## config.mk

```make
export PLATFORM = sky130hd
export DESIGN_NAME = nand_cache_read_emu
export DESIGN_NICKNAME = d
export VERILOG_FILES = /design/src/rtl/nand_rc_pkg.sv /design/src/rtl/nand_rc_array.sv /design/src/rtl/nand_rc_fetch.sv /design/src/rtl/nand_rc_cache.sv /design/src/rtl/nand_rc_ctrl.sv /design/src/rtl/nand_cache_read_emu.sv
export SDC_FILE = /design/constraint.sdc
export NUM_CORES = 1
export LEC_CHECK = 0
export BUFFER_PORTS_ARGS = -buffer_cell sky130_fd_sc_hd__buf_2
export CAP_MARGIN = 0
export CELL_PAD_IN_SITES_DETAIL_PLACEMENT = 1
export CELL_PAD_IN_SITES_GLOBAL_PLACEMENT = 1
export CORE_AREA = 2 2 75 77
export CTS_BUF_LIST = sky130_fd_sc_hd__clkbuf_8
export DETAILED_ROUTE_END_ITERATION = 10
export DIE_AREA = 0 0 77 79
export GPL_ROUTABILITY_DRIVEN = 1
export GPL_TIMING_DRIVEN = 0
export PLACE_DENSITY_LB_ADDON = 0.1
export SLEW_MARGIN = 20
export SYNTH_ARGS = -nofsm -noshare
export SYNTH_HDL_FRONTEND = slang
export SYNTH_SLANG_ARGS = --single-unit
```

## constraint.sdc

```tcl
create_clock -name clk -period 2.4 [get_ports clk]
set_clock_uncertainty 0.1 [all_clocks]
set_input_delay 0.24 -clock clk [delete_from_list [all_inputs] [get_ports clk]]
set_output_delay 0.24 -clock clk [all_outputs]
set_load 0.02 [all_outputs]
```

## src/rtl/nand_rc_pkg.sv

```systemverilog
// Shared definitions for the NAND read-cache emulator: command codes,
// controller state type and the array fill formula.
// Assumes byte-wide commands; the fill formula is the only array content.
package nand_rc_pkg;

    localparam logic [7:0] OP_READ    = 8'h00;
    localparam logic [7:0] OP_CONFIRM = 8'h30;
    localparam logic [7:0] OP_CONT    = 8'h31;
    localparam logic [7:0] OP_END     = 8'h3F;
    localparam logic [7:0] OP_STATUS  = 8'h70;
    localparam logic [7:0] OP_RESET   = 8'hFF;

    typedef enum logic [1:0] {
        ST_READY = 2'd0,   // idle, output available
        ST_FETCH = 2'd1,   // foreground fetch for a plain page read
        ST_WAIT  = 2'd2,   // waiting for a background fetch to finish
        ST_XFER  = 2'd3    // data register to cache register transfer
    } rc_state_t;

    // Array byte at (page, column): low byte of the linear index, XOR A5h.
    function automatic logic [7:0] fill_byte(input int unsigned page,
                                             input int unsigned col,
                                             input int unsigned page_bytes);
        return 8'(page * page_bytes + col) ^ 8'hA5;
    endfunction

endpackage

```

## src/rtl/nand_rc_array.sv

```systemverilog
// Read-only page array. Returns a whole page for the selected page index.
// Assumes the contents follow nand_rc_pkg::fill_byte; purely combinational.
module nand_rc_array
    import nand_rc_pkg::*;
#(
    parameter int PAGE_BYTES = 16,
    parameter int PAGE_W     = 3
) (
    input  logic [PAGE_W-1:0]       page,
    output logic [PAGE_BYTES*8-1:0] data
);

    // One byte lane per column, each computed from the fill formula.
    for (genvar b = 0; b < PAGE_BYTES; b++) begin : g_lane
        assign data[b*8 +: 8] = fill_byte(32'(page), b, PAGE_BYTES);
    end

endmodule

```

## src/rtl/nand_rc_fetch.sv

```systemverilog
// Array fetch engine with the data register. A start pulse begins a fetch
// of T_ARRAY cycles; on completion the page lands in the data register.
// Assumes start is never raised while a fetch is active; abort wins.
module nand_rc_fetch #(
    parameter int PAGE_BYTES = 16,
    parameter int PAGE_W     = 3,
    parameter int T_ARRAY    = 40
) (
    input  logic                    clk,
    input  logic                    rst_n,
    input  logic                    start,
    input  logic                    abort,
    input  logic [PAGE_W-1:0]       start_page,
    input  logic [PAGE_BYTES*8-1:0] arr_data,
    output logic [PAGE_W-1:0]       arr_page,
    output logic                    active,
    output logic                    done,
    output logic [PAGE_BYTES*8-1:0] dr_data,
    output logic [PAGE_W-1:0]       dr_page
);

    localparam int             CW       = $clog2(T_ARRAY + 1);
    localparam logic [CW-1:0]  CNT_LOAD = CW'(T_ARRAY);

    logic [CW-1:0]     cnt_q;
    logic [PAGE_W-1:0] pend_q;

    assign arr_page = pend_q;
    assign done     = active && (cnt_q == CW'(1));

    // Fetch timer: load on start, count down, capture the page on the last cycle.
    always_ff @(posedge clk) begin
        if (!rst_n) begin
            active  <= 1'b0;
            cnt_q   <= '0;
            pend_q  <= '0;
            dr_data <= '0;
            dr_page <= '0;
        end else if (abort) begin
            active <= 1'b0;
            cnt_q  <= '0;
        end else if (start) begin
            active <= 1'b1;
            cnt_q  <= CNT_LOAD;
            pend_q <= start_page;
        end else if (active) begin
            if (done) begin
                active  <= 1'b0;
                dr_data <= arr_data;
                dr_page <= pend_q;
            end
            cnt_q <= cnt_q - 1'b1;
        end
    end

endmodule

```

## src/rtl/nand_rc_cache.sv

```systemverilog
// Cache register with the column counter and the output selector.
// Assumes load and col_load come from the controller on the same edge.
module nand_rc_cache #(
    parameter int PAGE_BYTES = 16,
    parameter int COL_W      = 4
) (
    input  logic                    clk,
    input  logic                    rst_n,
    input  logic                    load,
    input  logic [PAGE_BYTES*8-1:0] load_data,
    input  logic                    col_load,
    input  logic [COL_W-1:0]        col_val,
    input  logic                    advance,
    input  logic                    status_sel,
    input  logic [7:0]              status_byte,
    output logic [COL_W-1:0]        col,
    output logic [7:0]              io_out
);

    localparam logic [COL_W-1:0] LAST_COL = COL_W'(PAGE_BYTES - 1);

    logic [7:0] cache_q [PAGE_BYTES];

    // Cache register: take the whole data register on a transfer.
    always_ff @(posedge clk) begin
        for (int b = 0; b < PAGE_BYTES; b++) begin
            if (!rst_n)    cache_q[b] <= '0;
            else if (load) cache_q[b] <= load_data[b*8 +: 8];
        end
    end

    // Column counter: set by the controller, else step on each read strobe.
    always_ff @(posedge clk) begin
        if (!rst_n)        col <= '0;
        else if (col_load) col <= col_val;
        else if (advance)  col <= (col == LAST_COL) ? '0 : col + 1'b1;
    end

    // Output selector: status byte or page byte at the column.
    always_comb begin
        io_out = status_sel ? status_byte : cache_q[col];
    end

endmodule

```

## src/rtl/nand_rc_ctrl.sv

```systemverilog
// Command decoder and pipeline controller. Filters commands by mode and
// busy state, sequences fetch, wait and transfer, keeps the status mode
// and the sticky wrap flag. Assumes single-cycle strobes, one per cycle.
module nand_rc_ctrl
    import nand_rc_pkg::*;
#(
    parameter int NUM_PAGES = 8,
    parameter int T_XFER    = 4,
    parameter int COL_W     = 4,
    parameter int PAGE_W    = 3
) (
    input  logic              clk,
    input  logic              rst_n,
    input  logic              cmd_we,
    input  logic              addr_we,
    input  logic              rd_en,
    input  logic [7:0]        io_in,
    input  logic              fetch_active,
    input  logic              fetch_done,
    input  logic [PAGE_W-1:0] dr_page,
    output logic              fetch_start,
    output logic              fetch_abort,
    output logic [PAGE_W-1:0] fetch_page,
    output logic              cache_load,
    output logic              col_load,
    output logic [COL_W-1:0]  col_val,
    output logic              rd_advance,
    output logic              status_sel,
    output logic [7:0]        status_byte,
    output logic              ready,
    output logic              cache_mode,
    output logic              xfer_launch,
    output logic              wrap_flag
);

    localparam int              XW        = $clog2(T_XFER + 1);
    localparam logic [XW-1:0]   XFER_LOAD = XW'(T_XFER);
    localparam logic [PAGE_W-1:0] LAST_PAGE = PAGE_W'(NUM_PAGES - 1);

    rc_state_t         state_q;
    logic [XW-1:0]     xcnt_q;
    logic [COL_W-1:0]  col_after_q;
    logic [COL_W-1:0]  addr_col_q;
    logic [PAGE_W-1:0] addr_page_q;
    logic [1:0]        addr_idx_q;
    logic              status_q;
    logic              do_read, do_confirm, do_cont, do_end, do_status, do_reset;
    logic              other_cmd, xfer_end, pending;
    logic [PAGE_W-1:0] next_page;

    assign ready      = (state_q == ST_READY);
    assign pending    = fetch_active && !fetch_done;
    assign xfer_end   = (state_q == ST_XFER) && (xcnt_q == XW'(1));
    assign next_page  = (dr_page == LAST_PAGE) ? '0 : dr_page + 1'b1;
    assign other_cmd  = do_read || do_confirm || do_cont || do_end;

    // Command filter: status and reset always; the rest only when ready and allowed by mode.
    always_comb begin
        do_read    = 1'b0;
        do_confirm = 1'b0;
        do_cont    = 1'b0;
        do_end     = 1'b0;
        do_status  = 1'b0;
        do_reset   = 1'b0;
        if (cmd_we) begin
            if (io_in == OP_STATUS)                  do_status  = 1'b1;
            else if (io_in == OP_RESET)              do_reset   = 1'b1;
            else if (ready) begin
                if (io_in == OP_READ)                do_read    = 1'b1;
                else if (io_in == OP_CONT)           do_cont    = 1'b1;
                else if (io_in == OP_END && cache_mode)     do_end     = 1'b1;
                else if (io_in == OP_CONFIRM && !cache_mode) do_confirm = 1'b1;
            end
        end
    end

    // Datapath strobes toward the fetch engine and the cache register.
    always_comb begin
        fetch_start = do_confirm || (xfer_end && xfer_launch && !do_reset);
        fetch_page  = do_confirm ? addr_page_q : next_page;
        fetch_abort = do_reset;
        cache_load  = xfer_end && !do_reset;
        col_load    = xfer_end || do_reset;
        col_val     = do_reset ? '0 : col_after_q;
        rd_advance  = rd_en && ready && !status_q;
        status_sel  = status_q;
        status_byte = {1'b0, ready, ready && !fetch_active, 5'b0};
    end

    // Sequencer: state, transfer timer, mode bits and address capture.
    always_ff @(posedge clk) begin
        if (!rst_n) begin
            state_q     <= ST_READY;
            xcnt_q      <= '0;
            xfer_launch <= 1'b0;
            col_after_q <= '0;
            addr_col_q  <= '0;
            addr_page_q <= '0;
            addr_idx_q  <= 2'd2;
            status_q    <= 1'b0;
            cache_mode  <= 1'b0;
        end else if (do_reset) begin
            state_q     <= ST_READY;
            xfer_launch <= 1'b0;
            addr_idx_q  <= 2'd2;
            status_q    <= 1'b0;
            cache_mode  <= 1'b0;
        end else begin
            if (do_status)      status_q <= 1'b1;
            else if (other_cmd) status_q <= 1'b0;
            case (state_q)
                ST_READY: begin
                    if (do_read && !cache_mode) addr_idx_q <= 2'd0;
                    if (do_confirm) begin
                        state_q     <= ST_FETCH;
                        col_after_q <= addr_col_q;
                        xfer_launch <= 1'b0;
                    end else if (do_cont || do_end) begin
                        state_q     <= pending ? ST_WAIT : ST_XFER;
                        xcnt_q      <= XFER_LOAD;
                        col_after_q <= '0;
                        xfer_launch <= do_cont;
                        cache_mode  <= do_cont;
                    end
                    if (addr_we && !cache_mode) begin
                        if (addr_idx_q == 2'd0) begin
                            addr_col_q <= io_in[COL_W-1:0];
                            addr_idx_q <= 2'd1;
                        end else if (addr_idx_q == 2'd1) begin
                            addr_page_q <= io_in[PAGE_W-1:0];
                            addr_idx_q  <= 2'd2;
                        end
                    end
                end
                ST_FETCH: begin
                    if (fetch_done) begin
                        state_q <= ST_XFER;
                        xcnt_q  <= XFER_LOAD;
                    end
                end
                ST_WAIT: begin
                    if (fetch_done || !fetch_active) begin
                        state_q <= ST_XFER;
                        xcnt_q  <= XFER_LOAD;
                    end
                end
                ST_XFER: begin
                    if (xfer_end) state_q <= ST_READY;
                    xcnt_q <= xcnt_q - 1'b1;
                end
                default: state_q <= ST_READY;
            endcase
        end
    end

    // Sticky wrap flag: set when the following-page fetch starts from the last page.
    always_ff @(posedge clk) begin
        if (!rst_n)
            wrap_flag <= 1'b0;
        else if (xfer_end && xfer_launch && !do_reset && dr_page == LAST_PAGE)
            wrap_flag <= 1'b1;
    end

endmodule

```

## src/rtl/nand_cache_read_emu.sv

```systemverilog
// Top of the NAND read-cache pipeline emulator: controller, fetch engine
// with data register, page array and cache register with output selector.
// Assumes PAGE_BYTES and NUM_PAGES are powers of two, at least 2 and at most 256.
module nand_cache_read_emu #(
    parameter int PAGE_BYTES = 16,
    parameter int NUM_PAGES  = 8,
    parameter int T_ARRAY    = 40,
    parameter int T_XFER     = 4
) (
    input  logic       clk,
    input  logic       rst_n,
    input  logic       cmd_we,
    input  logic       addr_we,
    input  logic       rd_en,
    input  logic [7:0] io_in,
    output logic [7:0] io_out,
    output logic       ready,
    output logic       wrap_flag
);

    localparam int COL_W  = $clog2(PAGE_BYTES);
    localparam int PAGE_W = $clog2(NUM_PAGES);

    logic                    fetch_start, fetch_abort, fetch_active, fetch_done;
    logic [PAGE_W-1:0]       fetch_page, arr_page, dr_page;
    logic [PAGE_BYTES*8-1:0] arr_data, dr_data;
    logic                    cache_load, col_load, rd_advance, status_sel;
    logic                    cache_mode, xfer_launch;
    logic [COL_W-1:0]        col_val, cur_col;
    logic [7:0]              status_byte;

    nand_rc_ctrl #(
        .NUM_PAGES(NUM_PAGES), .T_XFER(T_XFER), .COL_W(COL_W), .PAGE_W(PAGE_W)
    ) u_ctrl (
        .clk(clk), .rst_n(rst_n), .cmd_we(cmd_we), .addr_we(addr_we),
        .rd_en(rd_en), .io_in(io_in), .fetch_active(fetch_active),
        .fetch_done(fetch_done), .dr_page(dr_page), .fetch_start(fetch_start),
        .fetch_abort(fetch_abort), .fetch_page(fetch_page),
        .cache_load(cache_load), .col_load(col_load), .col_val(col_val),
        .rd_advance(rd_advance), .status_sel(status_sel),
        .status_byte(status_byte), .ready(ready), .cache_mode(cache_mode),
        .xfer_launch(xfer_launch), .wrap_flag(wrap_flag)
    );

    nand_rc_fetch #(
        .PAGE_BYTES(PAGE_BYTES), .PAGE_W(PAGE_W), .T_ARRAY(T_ARRAY)
    ) u_fetch (
        .clk(clk), .rst_n(rst_n), .start(fetch_start), .abort(fetch_abort),
        .start_page(fetch_page), .arr_data(arr_data), .arr_page(arr_page),
        .active(fetch_active), .done(fetch_done), .dr_data(dr_data),
        .dr_page(dr_page)
    );

    nand_rc_array #(
        .PAGE_BYTES(PAGE_BYTES), .PAGE_W(PAGE_W)
    ) u_array (
        .page(arr_page), .data(arr_data)
    );

    nand_rc_cache #(
        .PAGE_BYTES(PAGE_BYTES), .COL_W(COL_W)
    ) u_cache (
        .clk(clk), .rst_n(rst_n), .load(cache_load), .load_data(dr_data),
        .col_load(col_load), .col_val(col_val), .advance(rd_advance),
        .status_sel(status_sel), .status_byte(status_byte), .col(cur_col),
        .io_out(io_out)
    );

endmodule

```

==> metrics.txt, run 1 <==
hpwl dp=4.14 mm; FF-to-FF setup slack=0.16 ns; clock root cell=sky130_fd_sc_hd__clkbuf_8; area fraction of the dominant cell type after synthesis=0.377; count of mapped cells out of synthesis=258; Floorplan Core Area=5340 µm²; overall power after layout=1.95 mW; largest net degree at the start of global routing=15; global-route total usage across every layer=0.194; clock input transition at the sequential cells of the worst setup and hold paths=0.09 ns; most frequent standard cell in the layout excluding fill and tap cells=sky130_fd_sc_hd__dfxtp_1; R2R Path End=u_ctrl.addr_idx_q[0]; leakage power=1.08 nW; number of buffers on the longest clock path=2; number of port buffers=22; First DRT Iteration DRCs=37; Worst setup EP type=flop; number of warnings reported in the yosys synthesis log=0; row count=27; post-CTS setup buffers=0; crit path time final=2.24 ns; distinct cell type count of the synthesized netlist=50; critical path required time=2.48 ns; design area=2740 µm²; Hold Fails Final Rpt=0; detailed-route wire length=5.43 mm; number of antenna violations at the first check in global routing=0; hold slack final=0.162 ns; insertion delay of the later-clocked pin in the worst-skew pair=0.31 ns; launch point of the worst hold path=rst_n; Main synth FF type=sky130_fd_sc_hd__dfxtp_1; initial standard-cell utilization of the core=0.447; TritonCTS clock tree=done; worst path bufs/invs=2; count of unresolved DRC violations after routing=0; outcome=finished clean; Worst-Margin Slew=0.583 ns; Synth area leaders=sky130_fd_sc_hd__dfxtp_1 38%, sky130_fd_sc_hd__ha_1 5.8%, sky130_fd_sc_hd__mux2i_1 5.0%, sky130_fd_sc_hd__edfxtp_1 5.0%, sky130_fd_sc_hd__nor2b_1 4.5%; launch instance of the worst register-to-register path=u_ctrl.state_q[0]; critical path's slowest cell=sky130_fd_sc_hd__or4_1; share of cells above drive strength 1=0.143; period utilisation layout=0.933; final count of pins violating max slew=0; cell family with the largest share of critical-path delay=simple AND/OR/NAND/NOR gates; startpoint types=flop; wire length of the first global-routing pass=9.26 mm; maximum operating frequency=0.447 GHz; worst-case reg-to-reg path depth=8; number of global-route vias before repair=1,916; flops & latches, synth=49; die width=77 µm; cell area after technology mapping=2390 µm²; number of cells on the worst hold path=3; die area=6080 µm²; remaining antenna violation count=0; Die Y=79 µm; number of iterations in the first detailed-routing pass=4; Tightest Hold Check Type=in2reg; global placer's final weighted congestion=0.754; number of buffers inserted by hold repair at cts=0; Setup CP Type=reg2reg; Power Dens Cells=711 nW/µm²; maximum resistive drop on vdd=0.000375 V; clock buffers created by TritonCTS=5; biggest fanout along the worst timing path=10; Slew headroom=0.608; leading cell types in the layout, fill and taps excluded=44 x sky130_fd_sc_hd__dfxtp_1, 24 x sky130_fd_sc_hd__buf_2, 21 x sky130_fd_sc_hd__nand2_1, 17 x sky130_fd_sc_hd__nor2b_1, 16 x sky130_fd_sc_hd__nor2_1; Cell Area, Placed=2590 µm²; cell breakdown of the critical path=inv_1 -> ha_4 -> buf_6 -> nand4bb_4 -> or4_1 -> or3_1 -> nand3b_1 -> a21oi_1; final net count=310; max capacitance violation total=0; number of synthesized flops with an enable pin=4; Final Setup Violations=0; area delta synth->final=14.8%; routed vias=1,926; Syn Nets=282; Post-Syn Area per Cell=9.25 µm²; most area-hungry cell type in the Yosys netlist=sky130_fd_sc_hd__dfxtp_1; via-per-instance ratio=5.36; RSZ-0062 raised after global routing=false; number of H-tree branching levels=2; total overflow reported by the global router=0; largest stage delay on the critical path=0.51 ns; Clock Sinks=49; critical path arrival=2.32 ns; Endpoint, Worst Hold=u_fetch.arr_page[0]; Post-synth ARST share=0; Routed WL per cell=15.1 µm; antenna diode count=0; number of top-level pins=23; register area share after synthesis=0.428
==> cell families after synthesis <==
family	count (synthesis)	synth area share
AOI/OAI and AO/OA	54	0.148
xor gates and xnor gates	6	0.0220
adders and majority gates	11	0.0577
buffers and inverters	21	0.0346
DFF	49	0.428
muxes	13	0.0550
and+or+nand+nor	104	0.255
==> per-stage QoR <==
step	TNS [ns]	setup WS (ns)	instances	utilization
final	0	0.161	359	0.513
after global routing	0	0.0137	359	0.513
after CTS	0	0.0541	360	0.510
after detailed placement	-0.668	-0.163	352	0.485
after global placement	-0.363	-0.137	352	0.485
after floorplan	0	0.0355	258	-
==> synthesized netlist by cell type (all sizes together) (3+ instances only) <==
master and number:
mux2i 12, nand3 7, a21oi 14, and3 4
xnor2 3, ha 11, a31oi 3, nor2b 17
nor2 16, and2 4, a22oi 4, o211ai 3
buf 3, nor3 4, nand2 21, nand3b 6
xor2 3, nor4 4, nand2b 5, or3 4
clkbuf 5, a211oi 4, dfxtp 45, inv 13
edfxtp 4, o21ai 13
==> worst max path at each step <==
stage | start | end | slack, ns | cells after the start
2_1_floorplan | u_ctrl.state_q[0] | u_ctrl.addr_idx_q[0] | 0.04 | 8
5_1_grt | u_ctrl.state_q[0] | u_fetch.dr_data[126] | 0.01 | 6
4_1_cts | u_ctrl.state_q[0] | u_fetch.dr_data[126] | 0.05 | 7
6_report | u_ctrl.state_q[0] | u_ctrl.addr_idx_q[0] | 0.16 | 8
3_3_place_gp | u_ctrl.state_q[0] | u_ctrl.addr_idx_q[0] | -0.14 | 8
3_5_place_dp | u_ctrl.state_q[0] | u_ctrl.addr_idx_q[0] | -0.16 | 8
==> flip-flops by register name, indices dropped and copies added, names as in the netlist, named ones only <==
name / flops
u_cache.cache_q: 4
u_cache.col: 4
u_ctrl.addr_col_q: 4
u_ctrl.addr_idx_q: 2
u_ctrl.addr_page_q: 3
u_ctrl.cache_mode: 1
u_ctrl.col_after_q: 4
u_ctrl.state_q: 2
u_ctrl.status_sel: 1
u_ctrl.wrap_flag: 1
u_ctrl.xcnt_q: 3
u_ctrl.xfer_launch: 1
u_fetch.active: 1
u_fetch.arr_page: 3
u_fetch.cnt_q: 6
u_fetch.dr_data: 3
u_fetch.dr_page: 2
==> layer usage <==
layer  GRT usage  part of all wire
met1       0.253              0.49
met2       0.318              0.46
met3      0.0477             0.032
met4      0.0607             0.015
met5           0                 0
==> power breakdown <==
group | internal [mW] | switching, mW | total [mW]
logic | 0.183 | 0.247 | 0.430
registers | 0.868 | 0.0378 | 0.906
clock network | 0.336 | 0.277 | 0.613
==> worst register-to-register path, delay by kind of cell (launching register included) <==
kind	cells	cell delay, ns
AOI/OAI and AO/OA	1	0.06
DFF	1	0.35
and+or+nand+nor	4	1.17
adders and majority gates	1	0.17
buffers and inverters	2	0.28
==> cell type report <==
type | instances | area [µm²]
Clock buffer | 6 | 82.6
Tap cell | 72 | 90.1
Inverter | 13 | 48.8
Sequential cell | 49 | 1020
Fill cell | 644 | 2600
Clock inverter | 2 | 33.8
Timing Repair Buffer | 22 | 110
Buffer | 7 | 36.3
Multi-Input combinational cell | 188 | 1320
==> what timing repair did <==
action | CTS | global route
gates resized for setup | 3 | 5
endpoints found under the setup margin | 11 | 8
pin swaps | 0 | 0
No activity file was read; power rests on OpenSTA's default activity.
==> run 2, diff against run 1 <==
--- a/config.mk
+++ b/config.mk
@@ -6,15 +6,14 @@
 export NUM_CORES = 1
 export LEC_CHECK = 0
 export BUFFER_PORTS_ARGS = -buffer_cell sky130_fd_sc_hd__buf_2
-export CAP_MARGIN = 0
+export CAP_MARGIN = 40
 export CELL_PAD_IN_SITES_DETAIL_PLACEMENT = 1
 export CELL_PAD_IN_SITES_GLOBAL_PLACEMENT = 1
-export CORE_AREA = 2 2 75 77
+export CORE_AREA = 2 2 73 75
 export CTS_BUF_LIST = sky130_fd_sc_hd__clkbuf_8
 export DETAILED_ROUTE_END_ITERATION = 10
-export DIE_AREA = 0 0 77 79
+export DIE_AREA = 0 0 75 77
 export GPL_ROUTABILITY_DRIVEN = 1
-export GPL_TIMING_DRIVEN = 0
 export PLACE_DENSITY_LB_ADDON = 0.1
 export SLEW_MARGIN = 20
 export SYNTH_ARGS = -nofsm -noshare
==> constraint.sdc (replaced) <==
create_clock -name clk -period 2.6 [get_ports clk]
set_clock_uncertainty 0.1 [all_clocks]
set_input_delay 0.26 -clock clk [delete_from_list [all_inputs] [get_ports clk]]
set_output_delay 0.26 -clock clk [all_outputs]
set_load 0.02 [all_outputs]
==> run 2 against run 1 <==
Against the previous run: worst setup slack better by 0.15 ns; non-clock buffer count shrank 5; critical path type unchanged; largest power group unchanged; maximum frequency shrank 2.1%; global-route usage is 2.6 points higher; design area fell by 3.4%; largest cell class unchanged; critical path depth is 2 lower.
==> metrics.txt, run 2 (synthesis gave the netlist of run 1 again) <==
outcome=finished clean; largest net degree at the start of global routing=27 (+12); dpl ws=0.319 ns (+0.482 ns); post-CTS setup buffers=0 (unchanged); cell breakdown of the critical path=ha_1 -> or4b_1 -> o21ai_1 -> o211ai_1 -> or3b_1 -> a21boi_1; number of top-level pins=23 (unchanged); maximum resistive drop on vdd=0.000284 V (-24%); die area=5780 µm² (-5.1%); final count of pins violating max slew=0 (unchanged); leakage power=1.06 nW (-2.0%); R2R Path End=u_ctrl.xcnt_q[1]; die width=75 µm (-2.6%); global placer's final weighted congestion=0.802 (+6.4%); max reg flops=6 (unchanged); launch point of the worst hold path=io_in[3]; design area=2650 µm² (-3.4%); share of power burned in combinational logic=0.227 (+0.006); number of buffers inserted by hold repair at cts=0 (unchanged); hpwl dp=4.24 mm (+2.3%); clock input transition at the sequential cells of the worst setup and hold paths=0.08 ns (about the same); Hold Fails Final Rpt=0 (unchanged); clock root cell=sky130_fd_sc_hd__clkbuf_8; crit path time final=2.29 ns (+0.0474 ns); critical path required time=2.74 ns (+0.26 ns); Seq pwr share=0.513 (+0.048); Power Dens Cells=616 nW/µm² (-13%); setup slack of the critical path after layout=0.313 ns (+0.153 ns); final net count=305 (-1.6%); TritonCTS clock tree=done; Clock Sinks=49 (unchanged); count of unresolved DRC violations after routing=0 (unchanged); PostCTS Resize Cnt=0 (-3); clock buffers created by TritonCTS=5 (unchanged); via-per-instance ratio=5.48 (+2.2%); proportion of power drawn by the clock network=0.260 (-0.054); share of cells above drive strength 1=0.121 (-0.0223); number of buffers on the longest clock path=2 (unchanged); number of global-route vias before repair=2,039 (+6.4%); Slew headroom=0.618 (+0.00961); Cell Area, Placed=2570 µm² (-0.82%); detailed-route wire length=5.62 mm (+3.6%); global-route total usage across every layer=0.220 (+0.0257); leading cell types in the layout, fill and taps excluded=45 x sky130_fd_sc_hd__dfxtp_1, 22 x sky130_fd_sc_hd__buf_2, 21 x sky130_fd_sc_hd__nand2_1, 17 x sky130_fd_sc_hd__nor2b_1; cell family with the largest share of critical-path delay=simple AND/OR/NAND/NOR gates; Floorplan Core Area=4980 µm² (-6.8%); routed vias=1,930 (+0.21%); Endpoint, Worst Hold=u_ctrl.addr_col_q[3]; Switch Pwr=0.504 mW (-10%); critical path arrival=2.43 ns (+0.11 ns); critical path's slowest cell=sky130_fd_sc_hd__or4b_1; number of cells on the worst hold path=3 (unchanged); register with the most flip-flops=u_fetch.cnt_q; Worst setup EP type=flop; worst path bufs/invs=0 (-2); period utilisation layout=0.880 (-0.0535); switching portion of total power=0.309 (+0.0213); startpoint types=flop; First DRT Iteration DRCs=89 (+140%); launch instance of the worst register-to-register path=u_fetch.cnt_q[0]; Worst-Margin Slew=0.569 ns (-0.0143 ns); most frequent standard cell in the layout excluding fill and tap cells=sky130_fd_sc_hd__dfxtp_1; worst-case reg-to-reg path depth=6 (-2); Internal Dissipation=1.13 mW (-19%); largest stage delay on the critical path=0.51 ns (about the same); insertion delay of the later-clocked pin in the worst-skew pair=0.30 ns (about the same); RSZ-0062 raised after global routing=false; biggest fanout along the worst timing path=6 (-4); row count=26 (-3.7%); wire length of the first global-routing pass=9.85 mm (+6.4%); FF-to-FF setup slack=0.31 ns (+0.15 ns); number of iterations in the first detailed-routing pass=4 (unchanged); setup tns final=0 ns (unchanged); Die Y=77 µm (-2.5%); number of H-tree branching levels=2 (unchanged); remaining antenna violation count=0 (unchanged); max capacitance violation total=0 (unchanged); Final Setup Violations=0 (unchanged); number of port buffers=22 (unchanged); Tightest Hold Check Type=in2reg; maximum operating frequency=0.437 GHz (-2.1%); area delta synth->final=10.8%; total overflow reported by the global router=0 (unchanged); initial standard-cell utilization of the core=0.480 (+0.0324); Routed WL per cell=16.0 µm (+5.7%); antenna diode count=0 (unchanged); number of antenna violations at the first check in global routing=0 (unchanged); Setup CP Type=reg2reg
-- run 2: final cells by class --
class / instances / area (µm²)
inverters: 13 / 48.8
fillers: 593 / 2330
well taps: 70 / 87.6
clock inverters: 3 / 11.3
clock buffers: 5 / 68.8
multi-input cells: 188 / 1280
flip-flops and latches: 49 / 1020
repair buffers: 24 / 125
-- run 2: worst max-delay path by stage --
stage,startpoint,to,cells after the start
2_1_floorplan,u_ctrl.state_q[0],u_ctrl.addr_idx_q[0],8
3_3_place_gp,u_fetch.cnt_q[0],u_ctrl.xcnt_q[1],6
3_5_place_dp,u_fetch.cnt_q[0],u_ctrl.xcnt_q[1],6
4_1_cts,u_fetch.cnt_q[0],u_ctrl.xcnt_q[1],6
5_1_grt,u_fetch.cnt_q[1],u_ctrl.xcnt_q[1],7
6_report,u_fetch.cnt_q[0],u_ctrl.xcnt_q[1],6
-- run 2: power groups by stage --
stage	combinational, mW	clock, mW	sequential, mW
floorplan	0.255	0	0.844
global placement	0.357	0	0.850
detailed placement	0.363	0	0.853
CTS	0.371	0.438	0.836
global route	0.411	0.465	0.843
finish	0.370	0.425	0.836
-- run 2: routing by layer --
layer / vias up / track usage / routed length, µm
li1: 961 / - / -
met1: 936 / 0.292 / 2680
met2: 27 / 0.358 / 2720
met3: 6 / 0.0434 / 144
met4: 0 / 0.0607 / 81
met5: - / 0 / 0
-- run 2: per-stage QoR --
stage | instances | util | hold slack (ns) | total power [mW]
floorplan | 258 | - | 0.288 | 1.10
global placement | 344 | 0.516 | 0.341 | 1.21
detailed placement | 344 | 0.516 | 0.347 | 1.22
CTS | 352 | 0.532 | 0.217 | 1.64
global route | 352 | 0.532 | 0.249 | 1.72
finish | 352 | 0.532 | 0.224 | 1.63
-- run 2: worst min-delay path: cells and delay by family --
| family | cells | cell delay (ns) |
|---|---|---|
| multiplexers | 1 | 0.13 |
| AND/OR/NAND/NOR | 1 | 0.06 |
| buffers and inverters | 1 | 0.14 |
==> run 3, diff against run 2 <==
--- a/config.mk
+++ b/config.mk
@@ -14,7 +14,7 @@
 export DETAILED_ROUTE_END_ITERATION = 10
 export DIE_AREA = 0 0 75 77
 export GPL_ROUTABILITY_DRIVEN = 1
-export PLACE_DENSITY_LB_ADDON = 0.1
+export PLACE_DENSITY_LB_ADDON = 0.15
 export SLEW_MARGIN = 20
 export SYNTH_ARGS = -nofsm -noshare
 export SYNTH_HDL_FRONTEND = slang
==> run 3 against run 2 <==
Against the previous run: routed wire length decreased by 1.0%; first-iteration DRC count decreased by 6.7%; critical path depth unchanged; global-route usage decreased by 0.68 points; maximum frequency decreased by 0.95%; non-clock buffer count increased by 1; core utilization increased by 0.43 points; highest routed layer unchanged.
==> metrics.txt, run 3 (synthesis gave the netlist of run 1 again) <==
post-CTS setup buffers=0 (unchanged); wire length of the first global-routing pass=9.37 mm (-4.9%); global placer's final weighted congestion=0.852 (+6.2%); First DRT Iteration DRCs=83 (-6.7%); area delta synth->final=11.7%; Endpoint, Worst Hold=u_ctrl.addr_col_q[2]; Tightest Hold Check Type=in2reg; design area=2670 µm² (+0.80%); Slew headroom=0.617 (-0.00105); final net count=306 (+0.33%); outcome=finished clean; final count of pins violating max slew=0 (unchanged); number of H-tree branching levels=2 (unchanged); footprint of the multi-input gates=1280 µm² (unchanged); Worst setup EP type=flop; R2R Path End=u_ctrl.xcnt_q[1]; row count=26 (unchanged); number of antenna violations at the first check in global routing=0 (unchanged); register with the most flip-flops=u_fetch.cnt_q; biggest fanout along the worst timing path=6 (unchanged); number of buffers on the longest clock path=2 (unchanged); crit path time final=2.31 ns (+0.0219 ns); detailed-route wire length=5.57 mm (-1.0%); global-route total usage across every layer=0.213 (-0.00678); footprint of the flip-flops and latches=1020 µm² (unchanged); Final Setup Violations=0 (unchanged); Setup CP Type=reg2reg; max capacitance violation total=0 (unchanged); maximum resistive drop on vdd=0.000432 V (+52%); number of global-route vias before repair=1,982 (-2.8%); cell family with the largest share of critical-path delay=simple AND/OR/NAND/NOR gates; Power Dens Cells=631 nW/µm² (+2.4%); insertion delay of the later-clocked pin in the worst-skew pair=0.31 ns (about the same); number of cells on the worst hold path=3 (unchanged); Worst-Margin Slew=0.570 ns (+0.00156 ns); total overflow reported by the global router=0 (unchanged); period utilisation layout=0.888 (+0.00844); most frequent standard cell in the layout excluding fill and tap cells=sky130_fd_sc_hd__dfxtp_1; leading cell types in the layout, fill and taps excluded=45 x sky130_fd_sc_hd__dfxtp_1, 22 x sky130_fd_sc_hd__buf_2, 21 x sky130_fd_sc_hd__nand2_1, 17 x sky130_fd_sc_hd__nor2b_1, 16 x sky130_fd_sc_hd__nor2_1; launch instance of the worst register-to-register path=u_fetch.cnt_q[0]; critical path's slowest cell=sky130_fd_sc_hd__or4b_1; PostCTS Resize Cnt=0 (unchanged); worst path bufs/invs=0 (unchanged); initial standard-cell utilization of the core=0.480 (unchanged); largest net degree at the start of global routing=27 (unchanged); setup tns final=0 ns (unchanged); FF-to-FF setup slack=0.29 ns (-0.02 ns); clock input transition at the sequential cells of the worst setup and hold paths=0.10 ns (+0.02 ns); antenna diode count=0 (unchanged); cell breakdown of the critical path=ha_1 -> or4b_1 -> o21ai_1 -> o211ai_1 -> or3b_1 -> a21boi_1; TritonCTS clock tree=done; Hold Fails Final Rpt=0 (unchanged); fill cell instance count of the final layout=608 (+2.5%); critical path required time=2.75 ns (about the same); number of buffers inserted by hold repair at cts=0 (unchanged); via-per-instance ratio=5.48 (-0.13%); leakage power=1.06 nW (-0.12%); die area=5780 µm² (unchanged); Cell Area, Placed=2570 µm² (+0.29%); worst-case reg-to-reg path depth=6 (unchanged); maximum operating frequency=0.433 GHz (-0.95%); Routed WL per cell=15.8 µm (-1.3%); routed vias=1,933 (+0.16%); critical path arrival=2.46 ns (+0.03 ns); hpwl dp=4.23 mm (-0.31%); die width=75 µm (unchanged); number of iterations in the first detailed-routing pass=4 (unchanged); RSZ-0062 raised after global routing=false; number of port buffers=22 (unchanged); clock root cell=sky130_fd_sc_hd__clkbuf_8; Die Y=77 µm (unchanged); clock buffers created by TritonCTS=5 (unchanged); share of cells above drive strength 1=0.134 (+0.0137); Floorplan Core Area=4980 µm² (unchanged); count of unresolved DRC violations after routing=0 (unchanged); number of top-level pins=23 (unchanged); max reg flops=6 (unchanged); remaining antenna violation count=0 (unchanged); launch point of the worst hold path=io_in[2]; startpoint types=flop; Clock Sinks=49 (unchanged); largest stage delay on the critical path=0.51 ns (about the same)
-- run 3: power by group --
| part | leakage [nW] | switching, mW | internal (mW) |
|---|---|---|---|
| Sequential | 0.405 | 0.0382 | 0.802 |
| Combinational | 0.608 | 0.225 | 0.143 |
| Clock | 0.0452 | 0.279 | 0.196 |
| Total | 1.06 | 0.541 | 1.14 |
-- run 3: through the flow --
stage | worst slack [ns] | std cells | util | total power [mW] | hold slack, ns
2_1_floorplan | 0.236 | 258 | - | 1.10 | 0.288
3_3_place_gp | 0.422 | 345 | 0.517 | 1.20 | 0.340
3_5_place_dp | 0.288 | 345 | 0.517 | 1.22 | 0.350
4_1_cts | 0.248 | 353 | 0.536 | 1.70 | 0.197
5_1_grt | 0.132 | 353 | 0.536 | 1.78 | 0.238
6_report | 0.291 | 353 | 0.536 | 1.68 | 0.202
-- run 3: layout make-up --
class | instances | share of cell area
Multi-Input combinational cell | 188 | 0.481
Sequential cell | 49 | 0.383
Timing Repair Buffer | 25 | 0.0497
Tap cell | 70 | 0.0328
Clock buffer | 5 | 0.0258
Inverter | 13 | 0.0183
Clock inverter | 3 | 0.00938
-- run 3: metal layers --
metal	part of all wire	wire length, µm	vias up	GRT usage
met1	0.47	2620	927	0.263
met5	0	0	-	0
met4	0.017	94	0	0.0768
li1	-	-	968	-
met2	0.49	2710	27	0.357
met3	0.026	143	11	0.0447
-- run 3: tightest hold or removal path: stages --
cell	delay [ns]
sky130_fd_sc_hd__buf_2	0.15
sky130_fd_sc_hd__mux2i_1	0.08
sky130_fd_sc_hd__nor2b_1	0.09
-- run 3: worst max path at each step --
stage / startpoint / end / slack (ns) / cells past startpoint
after CTS: u_fetch.cnt_q[0] / u_ctrl.xcnt_q[1] / 0.25 / 6
after global routing: u_fetch.cnt_q[0] / u_ctrl.xcnt_q[1] / 0.13 / 6
after global placement: u_fetch.cnt_q[0] / u_ctrl.xcnt_q[1] / 0.42 / 6
final: u_fetch.cnt_q[0] / u_ctrl.xcnt_q[1] / 0.29 / 6
after detailed placement: u_fetch.cnt_q[0] / u_ctrl.xcnt_q[1] / 0.29 / 6
after floorplan: u_ctrl.state_q[0] / u_ctrl.addr_idx_q[0] / 0.24 / 8
